==> src/rtl/dec_pkg.sv <==
// Package: shared encodings for the instruction decoder.
// Assumes a 4-bit opcode in the top bits of the instruction word.
package dec_pkg;

    localparam int OPC_W = 4;

    localparam logic [OPC_W-1:0] OPC_LD  = 4'h0;
    localparam logic [OPC_W-1:0] OPC_ST  = 4'h1;
    localparam logic [OPC_W-1:0] OPC_ADD = 4'h2;
    localparam logic [OPC_W-1:0] OPC_SUB = 4'h3;
    localparam logic [OPC_W-1:0] OPC_INV = 4'h4;
    localparam logic [OPC_W-1:0] OPC_SHL = 4'h5;
    localparam logic [OPC_W-1:0] OPC_SHR = 4'h6;
    localparam logic [OPC_W-1:0] OPC_AND = 4'h7;
    localparam logic [OPC_W-1:0] OPC_OR  = 4'h8;
    localparam logic [OPC_W-1:0] OPC_SLT = 4'h9;
    localparam logic [OPC_W-1:0] OPC_BEQ = 4'hB;
    localparam logic [OPC_W-1:0] OPC_BNE = 4'hC;
    localparam logic [OPC_W-1:0] OPC_JMP = 4'hD;

    typedef enum logic [2:0] {
        ALU_ADD = 3'd0,
        ALU_SUB = 3'd1,
        ALU_INV = 3'd2,
        ALU_SHL = 3'd3,
        ALU_SHR = 3'd4,
        ALU_AND = 3'd5,
        ALU_OR  = 3'd6,
        ALU_SLT = 3'd7
    } alu_op_e;

    typedef struct packed {
        logic    reg_we;
        logic    mem_re;
        logic    mem_we;
        logic    rd_mid;   // destination taken from the middle register field
        alu_op_e alu;
        logic    br_eq;
        logic    br_ne;
        logic    jmp;
    } ctrl_t;

endpackage

==> src/rtl/dec_fields.sv <==
// Module: dec_fields
// Splits an instruction word into opcode, three register fields, a
// sign-extended offset and a jump target field.
// Assumes the opcode sits in the top OPC_W bits and the offset in the low bits.
module dec_fields
    import dec_pkg::*;
#(
    parameter int XLEN   = 16,
    parameter int REG_AW = 3,
    parameter int OFF_W  = 6
) (
    input  logic [XLEN-1:0]       instr,
    output logic [OPC_W-1:0]      opc,
    output logic [REG_AW-1:0]     fld_a,
    output logic [REG_AW-1:0]     fld_b,
    output logic [REG_AW-1:0]     fld_c,
    output logic [XLEN-1:0]       imm_sx,
    output logic [XLEN-OPC_W-1:0] jtgt
);
    localparam int A_HI = XLEN - OPC_W - 1;
    localparam int B_HI = A_HI - REG_AW;
    localparam int C_HI = B_HI - REG_AW;

    logic [OFF_W-1:0] off_raw;

    // Field extraction and sign extension of the offset.
    always_comb begin
        opc     = instr[XLEN-1 -: OPC_W];
        fld_a   = instr[A_HI -: REG_AW];
        fld_b   = instr[B_HI -: REG_AW];
        fld_c   = instr[C_HI -: REG_AW];
        off_raw = instr[OFF_W-1:0];
        imm_sx  = {{(XLEN-OFF_W){off_raw[OFF_W-1]}}, off_raw};
        jtgt    = instr[XLEN-OPC_W-1:0];
    end
endmodule

==> src/rtl/dec_ctrl.sv <==
// Module: dec_ctrl
// Maps an opcode to the control bundle. Any opcode not listed decodes
// to a no-op: no writes, add on the ALU, sequential next PC.
module dec_ctrl
    import dec_pkg::*;
(
    input  logic [OPC_W-1:0] opc,
    output ctrl_t            ctrl
);
    // Opcode lookup with a quiet default.
    always_comb begin
        ctrl = '{reg_we: 1'b0, mem_re: 1'b0, mem_we: 1'b0, rd_mid: 1'b0,
                 alu: ALU_ADD, br_eq: 1'b0, br_ne: 1'b0, jmp: 1'b0};
        unique case (opc)
            OPC_LD:  begin ctrl.reg_we = 1'b1; ctrl.mem_re = 1'b1; ctrl.rd_mid = 1'b1; end
            OPC_ST:  ctrl.mem_we = 1'b1;
            OPC_ADD: begin ctrl.reg_we = 1'b1; ctrl.alu = ALU_ADD; end
            OPC_SUB: begin ctrl.reg_we = 1'b1; ctrl.alu = ALU_SUB; end
            OPC_INV: begin ctrl.reg_we = 1'b1; ctrl.alu = ALU_INV; end
            OPC_SHL: begin ctrl.reg_we = 1'b1; ctrl.alu = ALU_SHL; end
            OPC_SHR: begin ctrl.reg_we = 1'b1; ctrl.alu = ALU_SHR; end
            OPC_AND: begin ctrl.reg_we = 1'b1; ctrl.alu = ALU_AND; end
            OPC_OR:  begin ctrl.reg_we = 1'b1; ctrl.alu = ALU_OR;  end
            OPC_SLT: begin ctrl.reg_we = 1'b1; ctrl.alu = ALU_SLT; end
            OPC_BEQ: begin ctrl.br_eq = 1'b1; ctrl.alu = ALU_SUB; end
            OPC_BNE: begin ctrl.br_ne = 1'b1; ctrl.alu = ALU_SUB; end
            OPC_JMP: ctrl.jmp = 1'b1;
            default: ;
        endcase
    end
endmodule

==> src/rtl/dec_npc.sv <==
// Module: dec_npc
// Chooses the next program counter: sequential, branch target or jump.
// Assumes byte addressing with two bytes per instruction; sums wrap.
module dec_npc #(
    parameter int XLEN = 16,
    parameter int JT_W = 12
) (
    input  logic [XLEN-1:0] pc,
    input  logic [XLEN-1:0] imm_sx,
    input  logic [JT_W-1:0] jtgt,
    input  logic [XLEN-1:0] rs1_val,
    input  logic [XLEN-1:0] rs2_val,
    input  logic            br_eq,
    input  logic            br_ne,
    input  logic            jmp,
    output logic [XLEN-1:0] npc
);
    localparam logic [XLEN-1:0] STEP = XLEN'(2);

    logic [XLEN-1:0] seq_pc;
    logic [XLEN-1:0] br_pc;
    logic [XLEN-1:0] jmp_pc;
    logic            same;
    logic            take;

    // Candidate addresses and branch decision, then the final select.
    always_comb begin
        seq_pc = pc + STEP;
        br_pc  = seq_pc + {imm_sx[XLEN-2:0], 1'b0};
        jmp_pc = {{(XLEN-JT_W-1){1'b0}}, jtgt, 1'b0};
        same   = (rs1_val == rs2_val);
        take   = (br_eq && same) || (br_ne && !same);
        if (jmp)       npc = jmp_pc;
        else if (take) npc = br_pc;
        else           npc = seq_pc;
    end
endmodule

==> src/rtl/instr_dec_npc.sv <==
// Module: instr_dec_npc (top)
// Decodes one instruction per clock and registers the controls and next PC.
// Assumes rs1_val/rs2_val are the register values for rs1_idx/rs2_idx of the
// same word. Synchronous active-low reset clears every output.
module instr_dec_npc
    import dec_pkg::*;
#(
    parameter int XLEN   = 16,
    parameter int REG_AW = 3,
    parameter int OFF_W  = 6,
    parameter int IDX_W  = 4
) (
    input  logic              clk,
    input  logic              rst_n,
    input  logic [XLEN-1:0]   instr,
    input  logic [XLEN-1:0]   pc,
    input  logic [XLEN-1:0]   rs1_val,
    input  logic [XLEN-1:0]   rs2_val,
    output logic [REG_AW-1:0] rs1_idx,
    output logic [REG_AW-1:0] rs2_idx,
    output logic [REG_AW-1:0] rd_idx,
    output logic [XLEN-1:0]   imm,
    output logic [2:0]        alu_op,
    output logic              reg_we,
    output logic              mem_re,
    output logic              mem_we,
    output logic [XLEN-1:0]   next_pc,
    output logic [IDX_W-1:0]  word_idx
);
    localparam int JT_W = XLEN - OPC_W;

    logic [OPC_W-1:0]  opc;
    logic [REG_AW-1:0] fa, fb, fc;
    logic [XLEN-1:0]   imm_sx;
    logic [JT_W-1:0]   jtgt;
    ctrl_t             ctrl;
    logic [XLEN-1:0]   npc;

    dec_fields #(.XLEN(XLEN), .REG_AW(REG_AW), .OFF_W(OFF_W)) u_fields (
        .instr (instr),
        .opc   (opc),
        .fld_a (fa),
        .fld_b (fb),
        .fld_c (fc),
        .imm_sx(imm_sx),
        .jtgt  (jtgt)
    );

    dec_ctrl u_ctrl (
        .opc (opc),
        .ctrl(ctrl)
    );

    dec_npc #(.XLEN(XLEN), .JT_W(JT_W)) u_npc (
        .pc     (pc),
        .imm_sx (imm_sx),
        .jtgt   (jtgt),
        .rs1_val(rs1_val),
        .rs2_val(rs2_val),
        .br_eq  (ctrl.br_eq),
        .br_ne  (ctrl.br_ne),
        .jmp    (ctrl.jmp),
        .npc    (npc)
    );

    // Output register stage with synchronous active-low reset.
    always_ff @(posedge clk) begin
        if (!rst_n) begin
            rs1_idx <= '0;
            rs2_idx <= '0;
            rd_idx  <= '0;
            imm     <= '0;
            alu_op  <= '0;
            reg_we  <= 1'b0;
            mem_re  <= 1'b0;
            mem_we  <= 1'b0;
            next_pc <= '0;
        end else begin
            rs1_idx <= fa;
            rs2_idx <= fb;
            rd_idx  <= ctrl.rd_mid ? fb : fc;
            imm     <= imm_sx;
            alu_op  <= ctrl.alu;
            reg_we  <= ctrl.reg_we;
            mem_re  <= ctrl.mem_re;
            mem_we  <= ctrl.mem_we;
            next_pc <= npc;
        end
    end

    // Word index of the registered next address.
    always_comb word_idx = next_pc[IDX_W:1];

    // the two memory enables never coincide.
    a_r11_mem_excl: assert property (@(posedge clk) disable iff (!rst_n)
        !(mem_re && mem_we));

    // an undefined opcode leaves no write and steps sequentially.
    a_r10_undef_quiet: assert property (@(posedge clk) disable iff (!rst_n)
        ($past(rst_n) && ($past(instr[XLEN-1 -: OPC_W]) inside {4'hA, 4'hE, 4'hF}))
        |-> (!reg_we && !mem_re && !mem_we && next_pc == $past(pc) + XLEN'(2)));

    // BNE with equal operands falls through.
    a_r7_bne_fall: assert property (@(posedge clk) disable iff (!rst_n)
        ($past(rst_n) && $past(instr[XLEN-1 -: OPC_W]) == OPC_BNE
         && $past(rs1_val) == $past(rs2_val))
        |-> (next_pc == $past(pc) + XLEN'(2)));

    // a jump lands in the low part of the address space.
    a_r8_jump_low: assert property (@(posedge clk) disable iff (!rst_n)
        ($past(rst_n) && $past(instr[XLEN-1 -: OPC_W]) == OPC_JMP)
        |-> (next_pc[XLEN-1 -: OPC_W-1] == '0 && !reg_we && !mem_we));

    // an even PC never produces an odd next address.
    a_r9_even_pc: assert property (@(posedge clk) disable iff (!rst_n)
        ($past(rst_n) && !$past(pc[0])) |-> !next_pc[0]);

    // the first edge after reset is released still shows reset values.
    a_r12_reset_clear: assert property (@(posedge clk) disable iff (!rst_n)
        !$past(rst_n) |-> (!reg_we && !mem_re && !mem_we && next_pc == '0));
endmodule

==> config.mk <==
export PLATFORM = sky130hd
export DESIGN_NAME = instr_dec_npc
export DESIGN_NICKNAME = d
export VERILOG_FILES = /design/src/rtl/dec_pkg.sv /design/src/rtl/dec_fields.sv /design/src/rtl/dec_ctrl.sv /design/src/rtl/dec_npc.sv /design/src/rtl/instr_dec_npc.sv
export SDC_FILE = /design/constraint.sdc
export NUM_CORES = 1
export LEC_CHECK = 0
export BUFFER_PORTS_ARGS = -buffer_cell sky130_fd_sc_hd__buf_4
export CAP_MARGIN = 20
export CORE_ASPECT_RATIO = 2
export CORE_MARGIN = 2
export CORE_UTILIZATION = 52
export DETAILED_ROUTE_END_ITERATION = 16
export HOLD_SLACK_MARGIN = 0.06
export PLACE_DENSITY = 0.95
export SLEW_MARGIN = 40
export SYNTH_ARGS = -nofsm -noshare
export SYNTH_HDL_FRONTEND = slang
export SYNTH_SLANG_ARGS = --single-unit
==> constraint.sdc <==
create_clock -name clk -period 4.6 [get_ports clk]
set_input_delay 0.23 -clock clk [delete_from_list [all_inputs] [get_ports clk]]
set_output_delay 0.23 -clock clk [all_outputs]
set_load 0.005 [all_outputs]
* Yosys cells after proc, flatten, opt, wreduce, memory -nomap -nowiden *
Index checks and enable logic that the tools add are counted.
W data, S select, Z words.

storage, ports and cells
  logic and storage cells = 44
  input bits = 66
  register bits after elaboration = 37
  output and inout bits = 51

cells by class
  reductions and logical operators = 8
  equality and inequality tests = 13
  $add $sub $neg = 2
  multiplexer cells = 10
  bitwise gates (word level) = 1

operators with widths
  kind                     number
  $pmux W3 S7              1
  $eq A4 B4 Y1 const B     5
  $add A16 B16 Y16         1
  $add A16 B2 Y16 const B  1
  $eq A16 B16 Y1           1
  $eq A4 B3 Y1 const B     4
  $mux W16                 1
  $mux W13                 1
  $reduce_or A9 Y1         1
  $eq A4 B2 Y1 const B     2
  $mux W1                  6
  $eq A4 B1 Y1 const B     1
  $logic_not A4 Y1         1
  $mux W3                  1
  $reduce_or A3 Y1         1
  $logic_and A1 B1 Y1      2
  $reduce_or A2 Y1         1
  $logic_not A1 Y1         1
  $logic_or A1 B1 Y1       1
  $not A1 Y1               1

* Logic depth before layout (Yosys ltp) *
Gate-level depths: netlist (run 1).

  depth after elaboration = 6
  depth in mapped cells = 13
  gate-level depth less buffers = 12

* By module *
From an unflattened synthesis (run 1), not the netlist that was laid out.

unflattened totals
  cell total of the unflattened synthesis = 368
  area total of the unflattened synthesis = 3,260.6 um^2

by module, submodules not included
  module         area each (um^2)  cells each  seq. area each (um^2)  instances
  dec_npc        1,443.9           202         0.0                    1
  instr_dec_npc  1,345.0           106         940.9                  1
  dec_fields     307.8             41          0.0                    1
  dec_ctrl       163.9             19          0.0                    1

* Worst setup path before layout (run 1) *
No wires, ideal clock.

  kind = input to register
  start = in pc[6]
  end = reg next_pc[15]
  buffers on the path = 2
  data required time = 4.541 ns
  stages on the path = 13
  arrival = 2.441 ns
  setup time = 0.059 ns
  slack = 2.099 ns
  path through = and4_1 -> buf_2 -> nand3_1 -> nor2_1 -> xor2_1 -> ha_1 -> clkbuf_2 -> a21oi_1 -> o21ai_0 -> o21ai_0 -> o31ai_1 -> or4_1 -> nand2_1

on the way
  cells in the longest elaborated chain, start to end = 3

RTL lines
  item                  line                 text
  from (decl)           instr_dec_npc.sv:16  input logic [XLEN-1:0] pc,
  $add A16 B2 Y16 (*)   dec_npc.sv:28        seq_pc = pc + STEP;
  $add A16 B16 Y16      dec_npc.sv:29        br_pc = seq_pc + {imm_sx[XLEN-2:0], 1'b0};
  $mux W16 (*)          dec_npc.sv:34        else if (take) npc = br_pc;
  to (signal assigned)  instr_dec_npc.sv:87  next_pc <= npc;
  to (decl)             instr_dec_npc.sv:27  output logic [XLEN-1:0] next_pc,

Every way passes the cells marked *; elsewhere a longest branch is shown, timed or not.
A chain may end at the register's enable or synchronous reset.

* Worst setup path in the final report (run 1) *
  start = in pc[3]
  end = reg next_pc[15]

The elaborated chain is that of the path after synthesis.

==> results.json, run 1 <==
{
  "first_iter_violations": 86,
  "clk_pin_slew_ps": 90,
  "synthTopCellsByCount": "37 x dfxtp_1, 25 x a21oi_1, 22 x o21ai_0, 22 x xor2_1, 21 x nand2_1",
  "routedWlPerCell_um": 16.6,
  "critPathLaunchType": "input port",
  "synth.avg_cell_area_um2": 8.50,
  "synth_edf_count": 0,
  "first_pass_iters": 4,
  "drc": 0,
  "avgViaCountPerCell": 5.69,
  "min_period_ps": 2550,
  "grt_overflow": 0,
  "synth_area_leader_cell": "dfxtp_1",
  "ir_drop_mv": 0.220,
  "hold_path_class": "input port to flop",
  "cts_tree": "yes",
  "synthArstFlopShare_pct": 0,
  "gp_congestion": 0.893,
  "n_antenna_cell": 0,
  "cellLeakagePower_nw": 1.67,
  "first_global_vias": 2678,
  "yosys_register_bits": 37,
  "seq_area_frac_synth_pct": 28.1,
  "tns_ps": 0,
  "grt_pass1_wl_um": 12300,
  "design.die.area_um2": 5690,
  "relSlewSlack_pct": 59.7,
  "initial_core_util_pct": 54.2,
  "crit_path_end_kind": "flop",
  "cp.arrival_ps": 2800,
  "io_pins": 117,
  "fill_cells": 395,
  "die_x_um": 54.3,
  "route.vias.total": 2648,
  "finalCritPeriodShare_pct": 55.4,
  "antenna_left": 0,
  "whs_ps": 142,
  "hold_buffers": 0,
  "syn2layout_area_growth_pct": 33.0,
  "htree_num_levels": 2,
  "postSynthCellCount": 310,
  "cts.sinks": 37,
  "numCtsBuffers": 5,
  "power_mw": 0.881,
  "coreArea_um2": 4860,
  "rows": 36,
  "worstPathRequired_ps": 4850,
  "fmax_mhz": 393,
  "power_density_nw_per_um2": 251,
  "die_y_um": 105,
  "cts-root-buf": "clkbuf_8",
  "worstMarginPinSlew_ps": 599,
  "port_buffers": 116,
  "finish.net_count": 492,
  "grt_max_degree": 32,
  "drv_cap": 0,
  "place_hpwl_um": 6060,
  "wl_um": 7720,
  "setup_viol": 0,
  "synth_area_um2": 2640,
  "ctsResizeCount": 0,
  "post-cts-setup-buffers": 0,
  "yosys.cell_count.top_type": "dfxtp_1",
  "final_max_slew_viol_count": 0,
  "synth_area_leaders": "dfxtp_1 28%, ha_1 8.5%, xor2_1 7.3%, xnor2_1 5.7%, mux2i_1 4.9%",
  "path_max_fanout": 8,
  "track_usage_pct": 28.9,
  "drive_gt1_share_pct": 32.1,
  "yosys_warnings": 0,
  "synth.top_cell.area_share_pct": 28.1,
  "synth_nets": 395,
  "ys_types": 46,
  "antenna_found_initial": 0,
  "run_status": "complete, no violations",
  "criticalPathCategory": "input port to flop",
  "clk_path_buf_depth": 2,
  "grt_setup_unrepaired": "false",
  "hold_violations": 0,
  "synth_ff_type": "dfxtp_1"
}
## worst paths after layout
| check | startpoint | endpoint | slack, ps | cells past startpoint |
|---|---|---|---|---|
| setup / recovery | pc[3] | next_pc[15] | 2050 | 12 |
| hold / removal | instr[2] | imm[2] | 140 | 3 |
## through the flow
step | util, % | cell area, µm² | cells | worst slack (ps)
finish | 72.1 | 3510 | 465 | 2050
global route | 72.1 | 3510 | 465 | 1780
CTS | 72.1 | 3510 | 465 | 2100
detailed placement | 70.2 | 3420 | 457 | 1790
global placement | 70.1 | 3410 | 457 | 1810
floorplan | - | 2640 | 310 | 2100
## power by group
group	internal (mW)	switching [mW]
Sequential	0.341	0.00900
Clock	0.108	0.133
Combinational	0.146	0.145
## critical path, stage by stage
cell,delay [ps]
buf_4,110
and4_1,320
nand3_1,160
nor2_1,150
xor2_1,210
ha_1,350
a21oi_1,270
o21ai_0,150
o21ai_0,200
o31ai_1,120
or4_1,470
nand2_1,70
## state kept, by name (all words and copies together) (netlist names)
signal	cells
imm	6
mem_re	1
rs2_idx	3
rs1_idx	3
next_pc	16
rd_idx	3
alu_op	3
reg_we	1
mem_we	1
## layer usage
layer	track usage, %	share of wire, %	vias up	routed length [µm]
met5	0	0	-	0
met4	17.5	5.3	0	410
met3	4.00	4.3	32	333
met2	51.2	57	99	4410
met1	29.4	33	1231	2570
li1	-	-	1286	-
## cells by family after synthesis
logic type | synth area share (%)
muxes | 5.51
xor gates and xnor gates | 13.0
and+or+nand+nor | 19.8
DFF | 28.1
buffers and inverters | 7.50
adders and majority gates | 9.31
AOI/OAI and AO/OA | 16.8
## area by class of cell
| type | count | area, µm² | share of cell area [%] |
|---|---|---|---|
| Inverter | 6 | 22.5 | 0.642 |
| Tap cell | 57 | 71.3 | 2.03 |
| Timing Repair Buffer | 117 | 878 | 25.1 |
| Sequential cell | 37 | 741 | 21.1 |
| Clock inverter | 3 | 21.3 | 0.607 |
| Multi-Input combinational cell | 240 | 1700 | 48.6 |
| Clock buffer | 5 | 68.8 | 1.96 |
## layout by cell type (no fill, tap or decap), types with 3 or more instances in the layout
cell      Yosys  routed
a211oi_1      3       3
a21o_1        3       3
a21oi_1      25      25
a31oi_1       3       3
and2_1       14      14
and3_1        5       5
buf_4        14     117
clkbuf_8      0       5
dfxtp_1      37      37
ha_1         18      18
inv_1         6       6
mux2i_1      13      13
nand2_1      21      21
nand3_1      14      14
nand4_1       4       4
nor2_1       13      13
nor2b_1       9       9
nor4_2        4       5
o211ai_1      4       4
o21ai_0      22      22
o31ai_1       4       4
xnor2_1      17      17
xor2_1       22      22
Power figures use the tool's default switching activity.
==> inputs of run 2 (changes only) <==
CORE_UTILIZATION = 48   (was 52)
PLACE_DENSITY = 0.92   (was 0.95)
clock period = 2.7 ns   (was 4.6 ns; I/O delays follow)
==> run 2 against run 1 <==
Effect of this change: flip-flop and latch count unchanged; sequential power up 70%; utilization fell by 4.4 points; clock-buffer cell count unchanged; hold slack got worse by 81 ps; routed wire length down 1.4%; sequential share of layout area shrank 0.76 points; via count is the same; largest power group unchanged.
==> results.json, run 2 (synthesis results as in run 1) <==
{
  "ir_drop_mv": 0.438,
  "numCtsBuffers": 5,
  "cp.arrival_ps": 2860,
  "comb_power_share_pct": 34.0,
  "min_period_ps": 2600,
  "io_pins": 117,
  "path_cells": "dlygate4sd3_1 -> buf_4 -> ha_1 -> fa_1 -> a211oi_2 -> o211ai_1 -> a41o_1 -> or4_1 -> nand2_1",
  "initial_core_util_pct": 49.0,
  "antenna_left": 0,
  "avgViaCountPerCell": 5.49,
  "crit_start": "instr[0]",
  "swShare_pct": 32.2,
  "regMostFlops": "next_pc",
  "die_x_um": 56.4,
  "worstMarginPinSlew_ps": 594,
  "power_mw": 1.52,
  "cellLeakagePower_nw": 1.74,
  "syn2layout_area_growth_pct": 38.0,
  "grt_pass1_wl_um": 12000,
  "utilization_pct": 67.7,
  "design.die.area_um2": 6130,
  "grt_setup_unrepaired": "false",
  "crit_path_end_kind": "flop",
  "htree_num_levels": 2,
  "cpMaxStageDelayCell": "dlygate4sd3_1",
  "rows": 38,
  "wl_um": 7610,
  "p_int_mw": 1.03,
  "worstPathRequired_ps": 2960,
  "regArea_um2": 741,
  "first_iter_violations": 87,
  "antenna_found_initial": 0,
  "final_max_slew_viol_count": 0,
  "drc": 0,
  "reg.largest.list": "next_pc x16, imm x6",
  "crit_family": "compound AO/OA/AOI/OAI gates",
  "cts.sinks": 37,
  "worstHoldStart": "instr[8]",
  "grt_max_degree": 32,
  "first_pass_iters": 4,
  "place_hpwl_um": 5930,
  "setup_viol": 0,
  "fill_cells": 448,
  "drive_gt1_share_pct": 32.9,
  "fmax_mhz": 385,
  "port_buffers": 116,
  "critPathLaunchType": "input port",
  "largest_reg_flops": 16,
  "final_cell_mix": "124 x buf_4, 37 x dfxtp_1, 25 x a21oi_1, 22 x xor2_1, 22 x o21ai_0",
  "die_y_um": 109,
  "post-cts-setup-buffers": 0,
  "tns_ps": 0,
  "grt_overflow": 0,
  "path_max_fanout": 4,
  "cts_tree": "yes",
  "gp_congestion": 0.928,
  "criticalPathCategory": "input port to flop",
  "first_global_vias": 2630,
  "power.share.sequential_pct": 39.2,
  "hold_path_class": "input port to flop",
  "run_status": "complete, no violations",
  "route.vias.total": 2648,
  "final_common_cell": "buf_4",
  "routedWlPerCell_um": 15.8,
  "finalCritPeriodShare_pct": 96.2,
  "slowest_delay_ps": 540,
  "switching_power_mw": 0.488,
  "clk_path_buf_depth": 2,
  "track_usage_pct": 25.3,
  "p_clk_share_pct": 26.9,
  "clk_pin_slew_ps": 80,
  "cts-root-buf": "clkbuf_8",
  "coreArea_um2": 5370,
  "relSlewSlack_pct": 60.0,
  "n_antenna_cell": 0,
  "path_buf_inv": 2,
  "multiInputGateArea_um2": 1710,
  "finish.net_count": 506,
  "drv_cap": 0,
  "power_density_nw_per_um2": 417,
  "hold_violations": 0
}
run 2: cell count changes in the layout (fill, tap and decap cells not counted), sizes merged:
cell and delta:
buf +7, dlygate4sd3 +7
run 2: power groups by stage:
stage / Sequential (mW) / Combinational, mW / Clock (mW)
2_1_floorplan: 0.610 / 0.277 / 0
3_3_place_gp: 0.607 / 0.483 / 0
5_1_grt: 0.597 / 0.562 / 0.429
4_1_cts: 0.594 / 0.508 / 0.409
6_report: 0.594 / 0.515 / 0.408
3_5_place_dp: 0.607 / 0.496 / 0
run 2: cell type report:
cell class | count | share of cell area [%]
Inverter | 6 | 0.619
Clock buffer | 5 | 1.89
Tap cell | 60 | 2.06
Sequential cell | 37 | 20.4
Clock inverter | 3 | 0.585
Timing Repair Buffer | 131 | 27.5
Multi-Input combinational cell | 240 | 47.0
run 2: per-layer routing:
| metal | wire length, µm | track usage, % | vias up |
|---|---|---|---|
| met2 | 4430 | 50.7 | 64 |
| met1 | 2650 | 23.6 | 1252 |
| met3 | 224 | 3.44 | 20 |
| li1 | - | - | 1312 |
| met4 | 309 | 13.8 | 0 |
| met5 | 0 | 0 | - |
run 2: metrics by stage:
step / instance area [µm²] / hold WS, ps / cells / setup WS [ps]
after floorplan: 2640 / 223 / 310 / 294
after global placement: 3470 / 346 / 467 / -42.0
after detailed placement: 3470 / 363 / 467 / -89.9
after CTS: 3630 / 62.3 / 482 / 45.0
after global routing: 3640 / 72.4 / 482 / 0.215
final: 3640 / 61.1 / 482 / 103
run 2: worst paths after layout:
check | to | slack (ps) | cells after the start
setup / recovery | next_pc[15] | 100 | 9
hold / removal | rs2_idx[2] | 60 | 2
run 2: repair_timing:
action,4_1_cts,5_1_grt
resized for setup,0,2
hold endpoints to repair,7,0
hold buffers,7,0
endpoints found under the setup margin,0,3
